[config.mk]
export PLATFORM = sky130hd
export DESIGN_NAME = irq_status_ctrl
export DESIGN_NICKNAME = d
export VERILOG_FILES = /design/src/rtl/isc_pkg.sv /design/src/rtl/isc_edge_cell.sv /design/src/rtl/isc_rerr_agg.sv /design/src/rtl/isc_regfile.sv /design/src/rtl/irq_status_ctrl.sv
export SDC_FILE = /design/constraint.sdc
export NUM_CORES = 1
export LEC_CHECK = 0
export ABC_CLOCK_PERIOD_IN_PS = 3900
export BUFFER_PORTS_ARGS = -buffer_cell sky130_fd_sc_hd__buf_2
export CORE_ASPECT_RATIO = 1.1
export CORE_MARGIN = 2
export CORE_UTILIZATION = 62
export CTS_CLUSTER_SIZE = 14
export DETAILED_ROUTE_END_ITERATION = 16
export PLACE_DENSITY = 0.95
export SLEW_MARGIN = 20
export SYNTH_ARGS = -nofsm -noshare
export SYNTH_HDL_FRONTEND = slang
export SYNTH_SLANG_ARGS = --single-unit
export TNS_END_PERCENT = 50
[constraint.sdc]
create_clock -name clk -period 3.9 [get_ports clk]
set_input_delay 1.17 -clock clk [delete_from_list [all_inputs] [get_ports clk]]
set_output_delay 1.17 -clock clk [all_outputs]
set_load 0.01 [all_outputs]
[src/rtl/isc_pkg.sv]
package isc_pkg;

  localparam int unsigned ADDR_W = 3;

  typedef enum logic [ADDR_W-1:0] {
    A_STATUS = 3'd0,
    A_IMASK  = 3'd1,
    A_MODEHI = 3'd2,
    A_MODELO = 3'd3,
    A_ERRSTK = 3'd4,
    A_EMASK  = 3'd5,
    A_RSVD6  = 3'd6,
    A_RSVD7  = 3'd7
  } isc_addr_e;

  typedef enum logic [1:0] {
    DET_RISE  = 2'b00,
    DET_FALL  = 2'b01,
    DET_BOTH  = 2'b10,
    DET_LEVEL = 2'b11
  } det_mode_e;

endpackage

[src/rtl/isc_edge_cell.sv]
module isc_edge_cell
  import isc_pkg::*;
(
  input  logic       clk,
  input  logic       rst_n,
  input  logic       src_i,
  input  logic [1:0] mode_i,
  input  logic       clr_i,
  output logic       stat_o
);

  logic      src_q;
  logic      rise;
  logic      fall;
  logic      hit;
  det_mode_e mode;

  assign mode = det_mode_e'(mode_i);
  assign rise = src_i & ~src_q;
  assign fall = ~src_i & src_q;

  always_comb begin
    unique case (mode)
      DET_RISE:  hit = rise;
      DET_FALL:  hit = fall;
      DET_BOTH:  hit = rise | fall;
      default:   hit = 1'b0;
    endcase
  end

  // Source history resets low on purpose.
  always_ff @(posedge clk or negedge rst_n) begin
    if (!rst_n) src_q <= 1'b0;
    else        src_q <= src_i;
  end

  always_ff @(posedge clk or negedge rst_n) begin
    if (!rst_n)                 stat_o <= 1'b0;
    else if (mode == DET_LEVEL) stat_o <= src_i;
    else if (hit)               stat_o <= 1'b1;
    else if (clr_i)             stat_o <= 1'b0;
  end


  rise_latch_chk: assert property (@(posedge clk) disable iff (!rst_n)
    (mode_i == 2'b00 && src_i && !src_q) |=> stat_o);


  fall_latch_chk: assert property (@(posedge clk) disable iff (!rst_n)
    (mode_i == 2'b01 && !src_i && src_q) |=> stat_o);


  level_follow_chk: assert property (@(posedge clk) disable iff (!rst_n)
    (mode_i == 2'b11) |=> (stat_o == $past(src_i)));


  read_clear_chk: assert property (@(posedge clk) disable iff (!rst_n)
    (clr_i && mode_i != 2'b11 && (src_i == src_q)) |=> !stat_o);

endmodule

[src/rtl/isc_rerr_agg.sv]
module isc_rerr_agg #(
  parameter int unsigned RERR_W = 7
) (
  input  logic              clk,
  input  logic              rst_n,
  input  logic [RERR_W-1:0] err_i,
  input  logic [RERR_W-1:0] emask_i,
  input  logic              clr_i,
  output logic [RERR_W-1:0] stick_o,
  output logic              comb_o
);

  logic [RERR_W-1:0] live;

  assign live   = err_i & emask_i;
  assign comb_o = |live;

  always_ff @(posedge clk or negedge rst_n) begin
    if (!rst_n)     stick_o <= '0;
    else if (clr_i) stick_o <= live;
    else            stick_o <= stick_o | live;
  end

  for (genvar g = 0; g < RERR_W; g++) begin : g_chk

    rerr_masked_chk: assert property (@(posedge clk) disable iff (!rst_n)
      (!emask_i[g] && !stick_o[g]) |=> !stick_o[g]);
  end

endmodule

[src/rtl/isc_regfile.sv]
module isc_regfile
  import isc_pkg::*;
#(
  parameter int unsigned DATA_W  = 8,
  parameter int unsigned NUM_SRC = 8,
  parameter int unsigned RERR_W  = 7
) (
  input  logic               clk,
  input  logic               rst_n,
  input  logic               wr_i,
  input  logic               rd_i,
  input  logic [ADDR_W-1:0]  addr_i,
  input  logic [DATA_W-1:0]  wdata_i,
  input  logic [NUM_SRC-1:0] stat_i,
  input  logic [RERR_W-1:0]  stick_i,
  output logic [NUM_SRC-1:0] imask_o,
  output logic [NUM_SRC-1:0] mode_hi_o,
  output logic [NUM_SRC-1:0] mode_lo_o,
  output logic [RERR_W-1:0]  emask_o,
  output logic               stat_clr_o,
  output logic               stick_clr_o,
  output logic [DATA_W-1:0]  rdata_o
);

  isc_addr_e         addr;
  logic [DATA_W-1:0] stat_ext;
  logic [DATA_W-1:0] stick_ext;
  logic [DATA_W-1:0] imask_ext;
  logic [DATA_W-1:0] hi_ext;
  logic [DATA_W-1:0] lo_ext;
  logic [DATA_W-1:0] emask_ext;
  logic [DATA_W-1:0] rd_mux;

  assign addr = isc_addr_e'(addr_i);

  always_comb begin
    stat_ext  = '0;
    stick_ext = '0;
    imask_ext = '0;
    hi_ext    = '0;
    lo_ext    = '0;
    emask_ext = '0;
    stat_ext[NUM_SRC-1:0]  = stat_i;
    stick_ext[RERR_W-1:0]  = stick_i;
    imask_ext[NUM_SRC-1:0] = imask_o;
    hi_ext[NUM_SRC-1:0]    = mode_hi_o;
    lo_ext[NUM_SRC-1:0]    = mode_lo_o;
    emask_ext[RERR_W-1:0]  = emask_o;
  end

  always_comb begin
    unique case (addr)
      A_STATUS: rd_mux = stat_ext;
      A_IMASK:  rd_mux = imask_ext;
      A_MODEHI: rd_mux = hi_ext;
      A_MODELO: rd_mux = lo_ext;
      A_ERRSTK: rd_mux = stick_ext;
      A_EMASK:  rd_mux = emask_ext;
      default:  rd_mux = '0;
    endcase
  end

  assign stat_clr_o  = rd_i && (addr == A_STATUS);
  assign stick_clr_o = rd_i && (addr == A_ERRSTK);

  always_ff @(posedge clk or negedge rst_n) begin
    if (!rst_n) begin
      imask_o   <= '0;
      mode_hi_o <= '0;
      mode_lo_o <= '0;
      emask_o   <= '0;
    end else if (wr_i) begin
      unique case (addr)
        A_IMASK:  imask_o   <= wdata_i[NUM_SRC-1:0];
        A_MODEHI: mode_hi_o <= wdata_i[NUM_SRC-1:0];
        A_MODELO: mode_lo_o <= wdata_i[NUM_SRC-1:0];
        A_EMASK:  emask_o   <= wdata_i[RERR_W-1:0];
        default:  ;
      endcase
    end
  end

  always_ff @(posedge clk or negedge rst_n) begin
    if (!rst_n)    rdata_o <= '0;
    else if (rd_i) rdata_o <= rd_mux;
  end


  rdata_hold_chk: assert property (@(posedge clk) disable iff (!rst_n)
    !rd_i |=> $stable(rdata_o));

endmodule

[src/rtl/irq_status_ctrl.sv]
module irq_status_ctrl
  import isc_pkg::*;
#(
  parameter int unsigned DATA_W   = 8,
  parameter int unsigned NUM_SRC  = 8,
  parameter int unsigned RERR_W   = 7,
  parameter int unsigned RERR_BIT = 2
) (
  input  logic               clk,
  input  logic               rst_n,
  input  logic               reg_wr_i,
  input  logic               reg_rd_i,
  input  logic [2:0]         reg_addr_i,
  input  logic [DATA_W-1:0]  reg_wdata_i,
  output logic [DATA_W-1:0]  reg_rdata_o,
  input  logic [NUM_SRC-1:0] evt_src_i,
  input  logic [RERR_W-1:0]  rerr_i,
  output logic               irq_o
);

  logic [NUM_SRC-1:0] imask;
  logic [NUM_SRC-1:0] mode_hi;
  logic [NUM_SRC-1:0] mode_lo;
  logic [RERR_W-1:0]  emask;
  logic [RERR_W-1:0]  stick;
  logic [NUM_SRC-1:0] stat;
  logic [NUM_SRC-1:0] src_m;
  logic               stat_clr;
  logic               stick_clr;
  logic               rerr_comb;

  isc_regfile #(
    .DATA_W  (DATA_W),
    .NUM_SRC (NUM_SRC),
    .RERR_W  (RERR_W)
  ) u_regs (
    .clk         (clk),
    .rst_n       (rst_n),
    .wr_i        (reg_wr_i),
    .rd_i        (reg_rd_i),
    .addr_i      (reg_addr_i),
    .wdata_i     (reg_wdata_i),
    .stat_i      (stat),
    .stick_i     (stick),
    .imask_o     (imask),
    .mode_hi_o   (mode_hi),
    .mode_lo_o   (mode_lo),
    .emask_o     (emask),
    .stat_clr_o  (stat_clr),
    .stick_clr_o (stick_clr),
    .rdata_o     (reg_rdata_o)
  );

  isc_rerr_agg #(
    .RERR_W (RERR_W)
  ) u_rerr (
    .clk     (clk),
    .rst_n   (rst_n),
    .err_i   (rerr_i),
    .emask_i (emask),
    .clr_i   (stick_clr),
    .stick_o (stick),
    .comb_o  (rerr_comb)
  );

  always_comb begin
    src_m           = evt_src_i;
    src_m[RERR_BIT] = evt_src_i[RERR_BIT] | rerr_comb;
  end

  for (genvar g = 0; g < NUM_SRC; g++) begin : g_cell
    isc_edge_cell u_cell (
      .clk    (clk),
      .rst_n  (rst_n),
      .src_i  (src_m[g]),
      .mode_i ({mode_hi[g], mode_lo[g]}),
      .clr_i  (stat_clr),
      .stat_o (stat[g])
    );
  end

  assign irq_o = |(stat & imask);


  irq_masked_low_chk: assert property (@(posedge clk) disable iff (!rst_n)
    (imask == '0) |-> !irq_o);

endmodule

==> impl_metrics.yaml <==
outcome:
  status: "completed"
timing:
  timing.fmax_mhz: 397.4
  rsz0062_at_grt: "false"
  fin_crit_ns: 2.517
  finClkSkew_ns: 0.005489
  hold_viol: 0
  finalSetupTns_ns: 0
  worst_pin_slew_ns: 0.5316
  whs_ns: 0.5008
  setup_viol: 0
  slew_violations: 0
  maxSlewHeadroom_pct: 64.56
  period_share_pct: 64.53
synth:
  avgSynthCellArea_um2: 12.74
  syn_area_um2: 3211
  synth_nets: 298
  ys_warn_count: 0
  synth_edf_count: 0
  ys_ff_latch: 62
  synth_ff_type: "dfrtp_1"
  async_flop_share_pct: 100.0
  synth_cell_types: 33
  synth_seq_area_share_pct: 48.32
  postSynthCellCount: 252
placement:
  dp_hpwl_um: 4679
  io_buffers: 38
  globalplace.congestion: 0.7789
  dp_cells: 340
worst_setup_path:
  worst_ep_arrival_time_ns: 2.71
  critPathSlowestCell: "a221oi_1"
  worstPathRequired_ns: 4.10
  start_kind: "primary input"
  critPathKind: "in -> reg"
  r2r_cells: 7
  crit_path_end_kind: "flip-flop"
  cpPeakStageDelay_ns: 0.39
  cp_max_fo: 3
  crit_chain: "buf_2, a22o_1, a221oi_1, nand2_1, ha_1, nor2b_1, o32ai_1, a32oi_1"
finish:
  layout.cells.non_filler: 355
  drive_gt1_share_pct: 33.67
  layout_common_cells: "62 x dfrtp_1, 39 x mux2_2, 38 x buf_2"
  nets: 339
  layout_commonest_cell: "dfrtp_1"
  nFillCells: 326
  n_antenna_cell: 0
  area_growth_pct: 11.96
pwr:
  cellPowerDensity_nw_per_um2: 501.9
  intPower_w: 0.001287
  seq_power_share_pct: 49.6
  p_leak_nw: 1.671
  pwr-share-clk_pct: 29.2
  combPwrFrac_pct: 21.2
  p_switching_w: 0.0005173
  vdd_drop_max_mv: 0.3014
  finalPower_w: 0.001804
  switching_share_pct: 28.67
clocking:
  postCtsSetupBuffers: 0
  clk_pin_slew_ns: 0.06
  cts_hold_buf: 0
  clock_latency_ns: 0.34
  cts_buffer_depth: 2
  h-tree-depth: 3
  clock_sinks: 62
  cts_tree: "done"
  cts_inserted_buffers: 9
  ctsRootBufferMaster: "clkbuf_8"
  cts_resized: 0
global_route:
  antenna_found_initial: 0
  grt.total_usage_pct: 25.97
  grt_pass1_wl_um: 11060
  grt-ovfl-total: 0
  grt_start_max_net_pins: 44
  grt_pass1_vias: 2255
min_path:
  hold_depth: 1
  min_path_type: "reg -> reg"
detailed_routing:
  vias: 2237
  drt_iter0_drc: 225
  ant_nets: 0
  drt-total-wl_um: 6722
  avgViaCountPerCell: 6.301
  drt-pass1-iter-count: 4
  drcViolationCount: 0
  wl_per_cell_um: 18.94
floorplan:
  die-area_um2: 5770
  core-area_um2: 5000
  ios: 39
  rows: 27
  fp.dieW_um: 72.61
  die_h_um: 79.47
  initial_utilization_pct: 64.21
run:
  drv_cap: 0
routing by layer:
metal	share of wire (%)	vias up	track usage (%)
li1	-	1023	-
met5	0	-	0
met3	6.2	10	7.197
met4	1.9	0	12.22
met2	50	82	41.09
met1	42	1122	32.99
cell type report:
class	count	area [µm²]	share of cell area, %
multi-input combinational	164	1523	42.36
inverter	17	63.81	1.775
clock buffer	15	186.4	5.186
sequential	62	1551	43.16
tap	58	72.57	2.019
timing repair buffer	39	197.7	5.499
worst max-delay path: cells and delay by family:
family / cells / cell delay (ns)
and+or+nand+nor: 2 / 0.18
AOI/OAI and AO/OA: 4 / 0.96
adders and majority gates: 1 / 0.30
buffers and inverters: 1 / 0.11
synth_stat cells (all sizes together), types with 2 or more instances:
library cell  number  share of area, %
inv               17               2.0
mux4               7               5.4
nor3               2              0.66
a32oi              8               2.2
nand3              2              0.62
nor2               7              0.82
mux2              39                14
ha                16               6.2
nand2b            10               1.9
nor2b             18               3.7
a22o               9               2.5
a21oi              6              0.94
buf                8               2.1
nand2             11               1.5
dfrtp             62                48
o32ai              8               2.2
and2               2              0.39
a221oi             3              0.82
a22oi             10               2.3
cells by family (layout without fill, tap and decap cells):
family / count (synthesis) / in the layout / share of synthesized area [%]
flops: 62 / 62 / 48.32
compound gates: 46 / 46 / 11.42
fa+ha+maj: 16 / 16 / 6.235
mux: 46 / 46 / 19.06
buf+inv: 26 / 71 / 4.248
simple gates: 56 / 56 / 10.72
state kept, by name (all words and copies together), names as in the netlist:
name / cells
u_regs.imask_o: 8
u_rerr.stick_o: 7
g_cell.u_cell.stat_o: 8
u_regs.emask_o: 7
u_regs.mode_hi_o: 8
g_cell.u_cell.src_q: 8
u_regs.rdata_o: 8
u_regs.mode_lo_o: 8
power groups by stage:
stage                     registers [W]  logic, W  clock network, W
after CTS                      0.000893  0.000384          0.000537
after detailed placement       0.000902  0.000377                 0
final                          0.000895  0.000382          0.000527
after global routing           0.000912  0.000419          0.000561
after floorplan                0.000869  0.000278                 0
after global placement         0.000892  0.000358                 0
per-stage QoR:
stage               utilization (%)  setup slack [ns]  instance area (µm²)
finish                        71.90             1.383                 3595
CTS                           71.90             1.385                 3595
floorplan                         -             1.373                 3211
global route                  71.90             1.220                 3595
global placement              68.17             1.117                 3408
detailed placement            68.17             1.034                 3408
path summary, 6_finish.rpt:
kind                                      endpoint               from  slack, ns
min reg2reg                      u_rerr.stick_o[5]  u_rerr.stick_o[5]       0.50
max                        g_cell[2].u_cell.stat_o          rerr_i[3]       1.38
min                              u_rerr.stick_o[5]  u_rerr.stick_o[5]       0.50
min in group asynchronous   g_cell[7].u_cell.src_q              rst_n       0.77
max reg2reg                g_cell[2].u_cell.stat_o  u_regs.emask_o[3]       1.90
max in group asynchronous        u_regs.imask_o[5]              rst_n       2.24
Power figures use the tool's default switching activity.
